<file path="config.mk">
export PLATFORM = sky130hd
export DESIGN_NAME = irq_hier_agg
export DESIGN_NICKNAME = d
export VERILOG_FILES = /design/src/rtl/irq_agg_pkg.sv /design/src/rtl/irq_group.sv /design/src/rtl/irq_blank_timer.sv /design/src/rtl/irq_hier_agg.sv
export SDC_FILE = /design/constraint.sdc
export NUM_CORES = 1
export LEC_CHECK = 0
export ABC_AREA = 1
export BUFFER_PORTS_ARGS = -buffer_cell sky130_fd_sc_hd__buf_2
export CAP_MARGIN = 40
export CORE_UTILIZATION = 58
export DETAILED_ROUTE_END_ITERATION = 12
export PLACE_DENSITY = 0.89
export SLEW_MARGIN = 40
export SYNTH_ARGS = -nofsm -noshare
export SYNTH_HDL_FRONTEND = slang
export SYNTH_SLANG_ARGS = --single-unit
</file>
<file path="constraint.sdc">
create_clock -name clk -period 1.97 [get_ports clk]
set_input_delay 0.2955 -clock clk [delete_from_list [all_inputs] [get_ports clk]]
set_output_delay 0.2955 -clock clk [all_outputs]
set_load 0.03 [all_outputs]
</file>
<file path="src/rtl/irq_agg_pkg.sv">
package irq_agg_pkg;
    localparam int DATA_W     = 32;
    localparam int ADDR_W     = 8;
    localparam int NUM_GROUPS = 3;
    localparam int HALF_W     = DATA_W / 2;

    // page codes in address bits 7:4
    localparam logic [3:0] PAGE_TOP  = 4'd0;
    localparam logic [3:0] PAGE_USB  = 4'd1;
    localparam logic [3:0] PAGE_DMA  = 4'd2;
    localparam logic [3:0] PAGE_GPIO = 4'd3;
    localparam logic [3:0] PAGE_CTL  = 4'd4;

    localparam int GRP_USB = 0;
    localparam int GRP_DMA = 1;

    typedef enum logic [1:0] {
        REG_SRC  = 2'd0,
        REG_SET  = 2'd1,
        REG_CLR  = 2'd2,
        REG_MASK = 2'd3
    } grp_reg_e;

    localparam logic [ADDR_W-1:0] ADDR_TOP_SET  = 8'h04;
    localparam logic [ADDR_W-1:0] ADDR_TOP_CLR  = 8'h08;
    localparam logic [ADDR_W-1:0] ADDR_TOP_MASK = 8'h0C;

    localparam int BIT_USB_RX = 8;
    localparam int BIT_USB_TX = 9;
    localparam int BIT_DMA    = 24;
    localparam int POL_BIT    = 17;

    localparam logic [DATA_W-1:0] SUMMARY_BITS =
        (DATA_W'(1) << BIT_USB_RX) | (DATA_W'(1) << BIT_USB_TX) | (DATA_W'(1) << BIT_DMA);
    localparam logic [DATA_W-1:0] REV_VALUE = 32'h0000_0020;

    typedef struct packed {
        logic [DATA_W-1:0] src;
        logic [DATA_W-1:0] mask;
        logic [DATA_W-1:0] cfg;
    } top_state_t;
endpackage

</file>
<file path="src/rtl/irq_group.sv">
module irq_group #(
    parameter int W = 32
) (
    input  logic         clk,
    input  logic         rst_n,
    input  logic         wr_set,
    input  logic         wr_clr,
    input  logic         wr_mask,
    input  logic [W-1:0] wdata,
    input  logic [W-1:0] hw_set,
    output logic [W-1:0] src,
    output logic [W-1:0] mask
);
    typedef struct packed {
        logic [W-1:0] src;
        logic [W-1:0] mask;
    } grp_state_t;

    grp_state_t st_d, st_q;

    always_comb begin
        st_d = st_q;
        if (wr_set)  st_d.src  = st_d.src | wdata;
        if (wr_clr)  st_d.src  = st_d.src & ~wdata;
        if (wr_mask) st_d.mask = wdata;
        // hardware events win over a same-cycle software clear
        st_d.src = st_d.src | hw_set;
    end

    always_ff @(posedge clk) begin
        if (!rst_n) st_q <= '0;
        else        st_q <= st_d;
    end

    assign src  = st_q.src;
    assign mask = st_q.mask;
endmodule

</file>
<file path="src/rtl/irq_blank_timer.sv">
module irq_blank_timer #(
    parameter int unsigned BLANK_CYCLES = 30_000_000
) (
    input  logic clk,
    input  logic rst_n,
    input  logic pwr_on,
    output logic gate_ok
);
    localparam int CNT_W = $clog2(BLANK_CYCLES + 1);
    localparam logic [CNT_W-1:0] LOAD = CNT_W'(BLANK_CYCLES - 1);

    typedef struct packed {
        logic             pwr;
        logic             win;
        logic             ok;
        logic [CNT_W-1:0] cnt;
    } tmr_state_t;

    tmr_state_t st_d, st_q;

    always_comb begin
        st_d     = st_q;
        st_d.pwr = pwr_on;
        if (pwr_on && !st_q.pwr) begin
            st_d.ok  = 1'b0;
            st_d.win = 1'b1;
            st_d.cnt = LOAD;
        end else if (st_q.win) begin
            if (!pwr_on) begin
                st_d.win = 1'b0;
            end else if (st_q.cnt == '0) begin
                st_d.ok  = 1'b1;
                st_d.win = 1'b0;
            end else begin
                st_d.cnt = st_q.cnt - 1'b1;
            end
        end
    end

    always_ff @(posedge clk) begin
        if (!rst_n) st_q <= '0;
        else        st_q <= st_d;
    end

    assign gate_ok = st_q.ok;
endmodule

</file>
<file path="src/rtl/irq_hier_agg.sv">
module irq_hier_agg
    import irq_agg_pkg::*;
#(
    parameter int unsigned BLANK_CYCLES = 30_000_000
) (
    input  logic              clk,
    input  logic              rst_n,
    input  logic              pwr_on,
    input  logic              bus_wr,
    input  logic [ADDR_W-1:0] bus_addr,
    input  logic [DATA_W-1:0] bus_wdata,
    output logic [DATA_W-1:0] bus_rdata,
    input  logic [DATA_W-1:0] evt_stb,
    input  logic [DATA_W-1:0] evt_lvl,
    input  logic [DATA_W-1:0] usb_hw_set,
    input  logic [DATA_W-1:0] dma_hw_set,
    input  logic [DATA_W-1:0] gpio_hw_set,
    output logic              irq_line
);
    logic [3:0]  page;
    grp_reg_e    sel;
    logic        word_ok;
    assign page    = bus_addr[7:4];
    assign sel     = grp_reg_e'(bus_addr[3:2]);
    assign word_ok = (bus_addr[1:0] == 2'b00);

    logic [DATA_W-1:0] hw_arr   [NUM_GROUPS];
    logic [DATA_W-1:0] grp_src  [NUM_GROUPS];
    logic [DATA_W-1:0] grp_mask [NUM_GROUPS];
    assign hw_arr[0] = usb_hw_set;
    assign hw_arr[1] = dma_hw_set;
    assign hw_arr[2] = gpio_hw_set;

    for (genvar g = 0; g < NUM_GROUPS; g++) begin : g_grp
        logic hit;
        assign hit = bus_wr && word_ok && (page == 4'(g + 1));
        irq_group #(.W(DATA_W)) u_grp (
            .clk     (clk),
            .rst_n   (rst_n),
            .wr_set  (hit && sel == REG_SET),
            .wr_clr  (hit && sel == REG_CLR),
            .wr_mask (hit && sel == REG_MASK),
            .wdata   (bus_wdata),
            .hw_set  (hw_arr[g]),
            .src     (grp_src[g]),
            .mask    (grp_mask[g])
        );
    end

    logic gate_ok;
    irq_blank_timer #(.BLANK_CYCLES(BLANK_CYCLES)) u_tmr (
        .clk     (clk),
        .rst_n   (rst_n),
        .pwr_on  (pwr_on),
        .gate_ok (gate_ok)
    );

    top_state_t st_d, st_q;

    always_comb begin
        st_d = st_q;
        if (bus_wr && word_ok && page == PAGE_TOP) begin
            case (sel)
                REG_SET:  st_d.src  = st_d.src | bus_wdata;
                REG_CLR:  st_d.src  = st_d.src & ~bus_wdata;
                REG_MASK: st_d.mask = bus_wdata;
                default:  ;
            endcase
        end
        if (bus_wr && word_ok && page == PAGE_CTL && bus_addr[3:2] == 2'd0)
            st_d.cfg = bus_wdata;
        // direct level events, applied after software so they win
        st_d.src = (st_d.src & ~evt_stb) | (evt_lvl & evt_stb);
        // summary positions are derived, never stored
        st_d.src = st_d.src & ~SUMMARY_BITS;
    end

    always_ff @(posedge clk) begin
        if (!rst_n) begin
            st_q.src  <= '0;
            st_q.mask <= '1;
            st_q.cfg  <= '0;
        end else begin
            st_q <= st_d;
        end
    end

    logic [DATA_W-1:0] usb_pend, dma_pend;
    assign usb_pend = grp_src[GRP_USB] & ~grp_mask[GRP_USB];
    assign dma_pend = grp_src[GRP_DMA] & ~grp_mask[GRP_DMA];

    logic [DATA_W-1:0] src_eff;
    always_comb begin
        src_eff             = st_q.src;
        src_eff[BIT_USB_TX] = |usb_pend[HALF_W-1:0];
        src_eff[BIT_USB_RX] = |usb_pend[DATA_W-1:HALF_W];
        src_eff[BIT_DMA]    = |dma_pend;
    end

    logic [DATA_W-1:0] top_mask;
    logic              any_pend;
    assign top_mask = st_q.mask;
    assign any_pend = |(src_eff & ~st_q.mask);
    assign irq_line = gate_ok & (st_q.cfg[POL_BIT] ? any_pend : ~any_pend);

    always_comb begin
        bus_rdata = '0;
        if (word_ok) begin
            if (page == PAGE_TOP) begin
                bus_rdata = (sel == REG_MASK) ? st_q.mask : src_eff;
            end else if (page == PAGE_CTL) begin
                if (bus_addr[3:2] == 2'd0)      bus_rdata = st_q.cfg;
                else if (bus_addr[3:2] == 2'd1) bus_rdata = REV_VALUE;
            end else begin
                for (int g = 0; g < NUM_GROUPS; g++) begin
                    if (page == 4'(g + 1))
                        bus_rdata = (sel == REG_MASK) ? grp_mask[g] : grp_src[g];
                end
            end
        end
    end
endmodule

</file>
==> results of run 1 <==
## per-layer routing
| metal | GRT overflow | track usage |
|---|---|---|
| met2 | 41 | 0.9378 |
| met4 | 44 | 0.8087 |
| met1 | 1 | 0.8317 |
| met3 | 5 | 0.7283 |
| met5 | 1 | 0.5009 |
## per-stage QoR
step | utilization | std cells | setup TNS, ns | setup WS (ns)
floorplan | - | 2428 | 0 | 0.004632
global placement | 0.6948 | 3026 | -3.127 | -0.1902
detailed placement | 0.6948 | 3026 | -9.434 | -0.2211
CTS | 0.8106 | 3165 | -3.760 | -0.3490
## cell families after synthesis
| kind of cell | after synthesis |
|---|---|
| AO/OA/AOI/OAI | 960 |
| XOR/XNOR | 7 |
| adder cells (fa/ha/maj) | 5 |
| buffers and inverters | 520 |
| flip-flops | 313 |
| multiplexers | 1 |
| AND/OR/NAND/NOR | 622 |
## repair_timing
| action | in CTS |
|---|---|
| hold buffers | 27 |
| endpoints found under the hold margin | 27 |
| pin swaps | 109 |
| gates resized for setup | 419 |
| gates cloned | 16 |
| setup buffers | 39 |
| endpoints found under the setup margin | 33 |
==> summary.md, run 1 <==
| Metric | Value |
|---|---|
| Outcome | `did not finish` |
| Stop stage | `global routing (5_1_grt)` |
| Error | `[ERROR GRT-0232] Routing congestion too high. Check the congestion heatmap in the GUI.` |
| Cell taking the most area after synthesis | `dfxtp_1` |
| Row cnt | `60` |
| Post-Synthesis Cell Area | `16080 um2` |
| Largest net degree at the start of global routing | `92` |
| Cts bufs inserted | `34` |
| IO Pins | `237` |
| Clk buf depth | `3` |
| Worst End Pin Type | `output port` |
| GR repair worst EP | `irq_line` |
| Number of flops mapped to enable cells by yosys | `0` |
| Post-synthesis register bit count | `roughly 310` |
| Synth unique cells | `35` |
| Total grt overflow | `92` |
| Ys async rst share | `0` |
| Top cell type's share of synthesized area | `0.3896` |
| Avg Cell Area, Syn | `~6.6 um2` |
| Seq/Total Area, Yosys | `0.3896` |
| DP HPWL | `between 30000 and 40000 um` |
| Syn nets | `2637` |
| Main combinational cell family by area after synthesis | `compound AO/OA/AOI/OAI gates` |
| Post-place instance area | `18830 um2` |
| GP Congestion | `0.9252` |
| Clk sink count | `313` |
| Synth area leaders | `dfxtp_1 39%, o21ai_0 10%, nand2_1 10%, a21oi_1 9.1%, inv_1 7.9%` |
| Die Y | `168.5 um` |
| Initial Utilization | `0.5935` |
| Synth Area in Compound Gates | `0.3220` |
| Horiz. Die Dim | `roughly 170 um` |
| Total GRT Usage | `0.8265` |
| Post-synthesis mux area share | `0.0006223` |
| Post-synth top cells | `430 x nand2_1, 338 x inv_1, 327 x o21ai_0` |
| Count leader, synth | `nand2_1` |
| I/O Buffers | `230` |
| Ys Warns | `0` |
| Mapped Cells | `2428` |
| CTS root buf | `clkbuf_16` |
| Post-Synth Adder-Cell Area | `0.003890` |
| Ys flop type | `dfxtp_1` |
| H-tree depth | `2` |
| Synth Area in Simple Gates | `0.1556` |
| Post-Synth XOR/XNOR Area | `0.003812` |
==> inputs of run 2 (changes only) <==
--- a/config.mk
+++ b/config.mk
@@ -8,9 +8,9 @@
 export ABC_AREA = 1
 export BUFFER_PORTS_ARGS = -buffer_cell sky130_fd_sc_hd__buf_2
 export CAP_MARGIN = 40
-export CORE_UTILIZATION = 58
+export CORE_UTILIZATION = 40
 export DETAILED_ROUTE_END_ITERATION = 12
-export PLACE_DENSITY = 0.89
+export PLACE_DENSITY_LB_ADDON = 0.15
 export SLEW_MARGIN = 40
 export SYNTH_ARGS = -nofsm -noshare
 export SYNTH_HDL_FRONTEND = slang
==> summary.md, run 2 <==
| Metric | Value |
|---|---|
| Final Core Density | `0.6011` |
| WHS | `-0.005364 ns` |
| Seq/Total Area, Yosys | `0.3896 (unchanged)` |
| Final WL | `64080 um` |
| R2r startpoint | `u_tmr.st_q[0]$_SDFFE_PN0P_` |
| Worst hold path class | `in2reg` |
| Flop-to-flop setup slack | `about 0.13 ns` |
| Crit path top cell by count | `nand2_2` |
| Fin Clk Skew | `about 0.0067 ns` |
| Cts bufs inserted | `37 (+8.8%)` |
| Slowest cell on crit path | `dfxtp_2` |
| Final TNS setup | `-4.436 ns` |
| DR vias/cell | `5.288` |
| Total core area | `39730 um2` |
| Top cell type's share of synthesized area | `0.3896 (unchanged)` |
| Ys Warns | `0 (unchanged)` |
| Clock-pin transition on the worst setup and hold timing paths | `0.06 ns` |
| Antenna fix cells | `0` |
| Number of flops mapped to enable cells by yosys | `0 (unchanged)` |
| Initial antenna violation count | `1` |
| Post-Synth Adder-Cell Area | `0.003890 (unchanged)` |
| Count leader, synth | `nand2_1` |
| Synth unique cells | `35 (unchanged)` |
| Post-Synthesis Cell Area | `16080 um2 (unchanged)` |
| Vias in the first global route | `17340` |
| Crit path buf inv count | `4` |
| Slowest stage delay, CP | `0.32 ns` |
| Ys async rst share | `0 (unchanged)` |
| Clk sink count | `313 (unchanged)` |
| Delay-heaviest family, CP | `simple AND/OR/NAND/NOR gates` |
| Crit path capture type | `primary output` |
| Initial Utilization | `0.4048 (-0.1887)` |
| Hold_sp | `evt_lvl[16]` |
| Most frequent cells in the layout | `337 x nand2_1, 304 x inv_1, 284 x a21oi_1` |
| Total GRT Usage | `0.3017` |
| Total Power | `16470 uW` |
| CTS root buf | `clkbuf_16` |
| Place WS | `-0.2433 ns (-0.02221 ns)` |
| Detailed-route via count | `18200` |
| Classification of the worst setup path | `reg2out` |
| Die Y | `202.5 um (+20%)` |
| Slew @ Worst Pin | `just under 0.5 ns` |
| Critical Path Start Type | `register` |
| Total grt overflow | `0` |
| Nets | `3097` |
| Leakage dissipation | `roughly 0.011 uW` |
| Critical Path RT | `1.67 ns` |
| DR pass1 iterations | `5` |
| Share of cells above drive strength 1 | `0.3062` |
| Crit-path cells | `inv_2 > nand2_2 > nand2_2 > nor2_4 > nand2_2 > nor2_4 > nand2_2 > nand2_2 > inv_2 > nor2_2 > nor2_1 > nor2_1 > buf_4 > buf_6` |
| Horiz. Die Dim | `202.5 um (+20%)` |
| Hold depth | `3` |
| Area growth, synth to finish | `48.49%` |
| Mapped Cells | `2428 (unchanged)` |
| R2r endpoint | `u_tmr.st_q[1]$_SDFFE_PN0P_` |
| Post-Synth XOR/XNOR Area | `0.003812 (unchanged)` |
| Initial drt markers | `between 1000 and 1500` |
| Syn nets | `2637 (unchanged)` |
| # DRC | `0` |
| Row cnt | `73 (+22%)` |
| Final Hold Viols | `2` |
| Pins Over Slew Limit | `0` |
| Cell taking the most area after synthesis | `dfxtp_1` |
| Post-synth top cells | `430 x nand2_1, 338 x inv_1, 327 x o21ai_0` |
| Die area | `between 40000 and 50000 um2` |
| DP HPWL | `40400 um (+5.1%)` |
| Clk buf depth | `3 (unchanged)` |
| H-tree depth | `2 (unchanged)` |
| Worst VDD drop | `0.0005502 V` |
| Post-route setup slack | `-0.5392 ns` |
| Max-slew headroom | `0.6771` |
| Outcome | `complete, but fails checks` |
| Most common cell after layout, fill and taps aside | `nand2_1` |
| Maxcap violations | `0` |
| Avg Cell Area, Syn | `6.624 um2 (unchanged)` |
| Crit path time final | `2.509 ns` |
| Setup-failing EPs final | `31` |
| Ys flop type | `dfxtp_1` |
| Synth area leaders | `dfxtp_1 39%, o21ai_0 10%, nand2_1 10%, a21oi_1 9.1%, inv_1 7.9%` |
| Synth Area in Compound Gates | `0.3220 (unchanged)` |
| First-pass GRT wire length | `approximately 96000 um` |
| Post-synthesis register bit count | `313 (unchanged)` |
| Fmax | `roughly 0.40 GHz` |
| RSZ-0062 raised after global routing | `true` |
| WP data arrival | `2.21 ns` |
| Pwr dens | `689.7 nW/um2` |
| Crit share post-route | `1.274` |
| Synth Area in Simple Gates | `0.1556 (unchanged)` |
| TritonCTS clock tree | `done` |
| I/O Buffers | `230 (unchanged)` |
| Worst skew pair latency | `0.53 ns` |
| Main combinational cell family by area after synthesis | `compound AO/OA/AOI/OAI gates` |
| Post-route antenna net violation count | `0` |
| Post-synthesis mux area share | `0.0006223 (unchanged)` |
| Worst Reg-to-Reg Cells | `13` |
| IO Pins | `237 (unchanged)` |
| Avg WL per Cell | `18.62 um` |
| Regs by FF count | `g_grp.u_grp.mask (96), g_grp.u_grp.src (96)` |
| Largest net degree at the start of global routing | `between 70 and 80` |
| Failing checks | `negative hold slack, negative setup slack` |
| CP max FO | `2` |
| GP Congestion | `0.8518 (-7.9%)` |
run 2: cell type report:
type / count / area, um2
timing repair buffer: 567 / 5248
clock buffer: 53 / 1099
inverter: 374 / 1431
clock inverter: 14 / 148.9
sequential: 313 / 6342
multi-input combinational: 1595 / 8957
tap: 525 / 656.9
fill: 3651 / 15850
run 2: power by group:
part / switching (uW) / internal, uW / leakage, uW
registers: 140 / 6550 / 0.00258
clock network: 2840 / 4280 / 0.000625
logic: 1470 / 1190 / 0.00752
run 2: per-stage QoR:
| step | instance area (um2) | std cells |
|---|---|---|
| after floorplan | 16400 | 2428 |
| after global placement | 19580 | 3231 |
| after detailed placement | 19580 | 3231 |
| after CTS | 23080 | 3427 |
| after global routing | 23880 | 3441 |
| final | 23880 | 3441 |
run 2: per-layer routing:
| layer | GRT usage | wire [um] | share of wire | vias up |
|---|---|---|---|---|
| li1 | - | - | - | 8975 |
| met2 | 0.5012 | 29830 | 0.47 | 652 |
| met3 | 0.03547 | 3769 | 0.059 | 130 |
| met4 | 0.1235 | 2517 | 0.039 | 0 |
| met5 | 0 | 0 | 0 | - |
| met1 | 0.3966 | 27960 | 0.44 | 8438 |
run 2: worst max path at each step:
stage                        end  slack, ns  depth (start not counted)                            startpoint
finish                  irq_line      -0.54                         14   g_grp[1].u_grp.mask[0]$_SDFFE_PN0P_
global placement    bus_rdata[8]      -0.22                         12                           bus_addr[7]
detailed placement  bus_rdata[8]      -0.24                         12                           bus_addr[7]
CTS                     irq_line      -0.48                         12  g_grp[0].u_grp.mask[15]$_SDFFE_PN0P_
global route            irq_line      -0.62                         14   g_grp[1].u_grp.mask[8]$_SDFFE_PN0P_
floorplan           bus_rdata[0]      0.005                          8                           bus_addr[2]
run 2: worst reg2reg max path, stage by stage (launching register included):
cell     delay (ns)
dfxtp_1        0.32
inv_1          0.08
ha_2           0.21
nand2_1        0.09
nor2_2         0.15
nand2_1        0.10
nor2_4         0.15
nor2_4         0.05
buf_12         0.15
inv_2          0.11
buf_4          0.11
nor2_1         0.03
o21ai_1        0.13
inv_1          0.05
run 2: cell families after synthesis:
group                    count (synthesis)
AO/OA/AOI/OAI                          960
AND/OR/NAND/NOR                        622
buffers and inverters                  520
flip-flops                             313
XOR/XNOR                                 7
adder cells (fa/ha/maj)                  5
multiplexers                             1
run 2: what timing repair did:
| action | CTS | global route |
|---|---|---|
| cloned | 15 | 8 |
| endpoints found under the hold margin | 75 | 0 |
| gates resized for setup | 337 | 270 |
| pin swaps | 96 | 119 |
| hold buffers | 98 | 0 |
| setup endpoints to repair | 33 | 53 |
| buffers inserted | 19 | 20 |
Note: power is estimated with default switching activity, not from simulation.
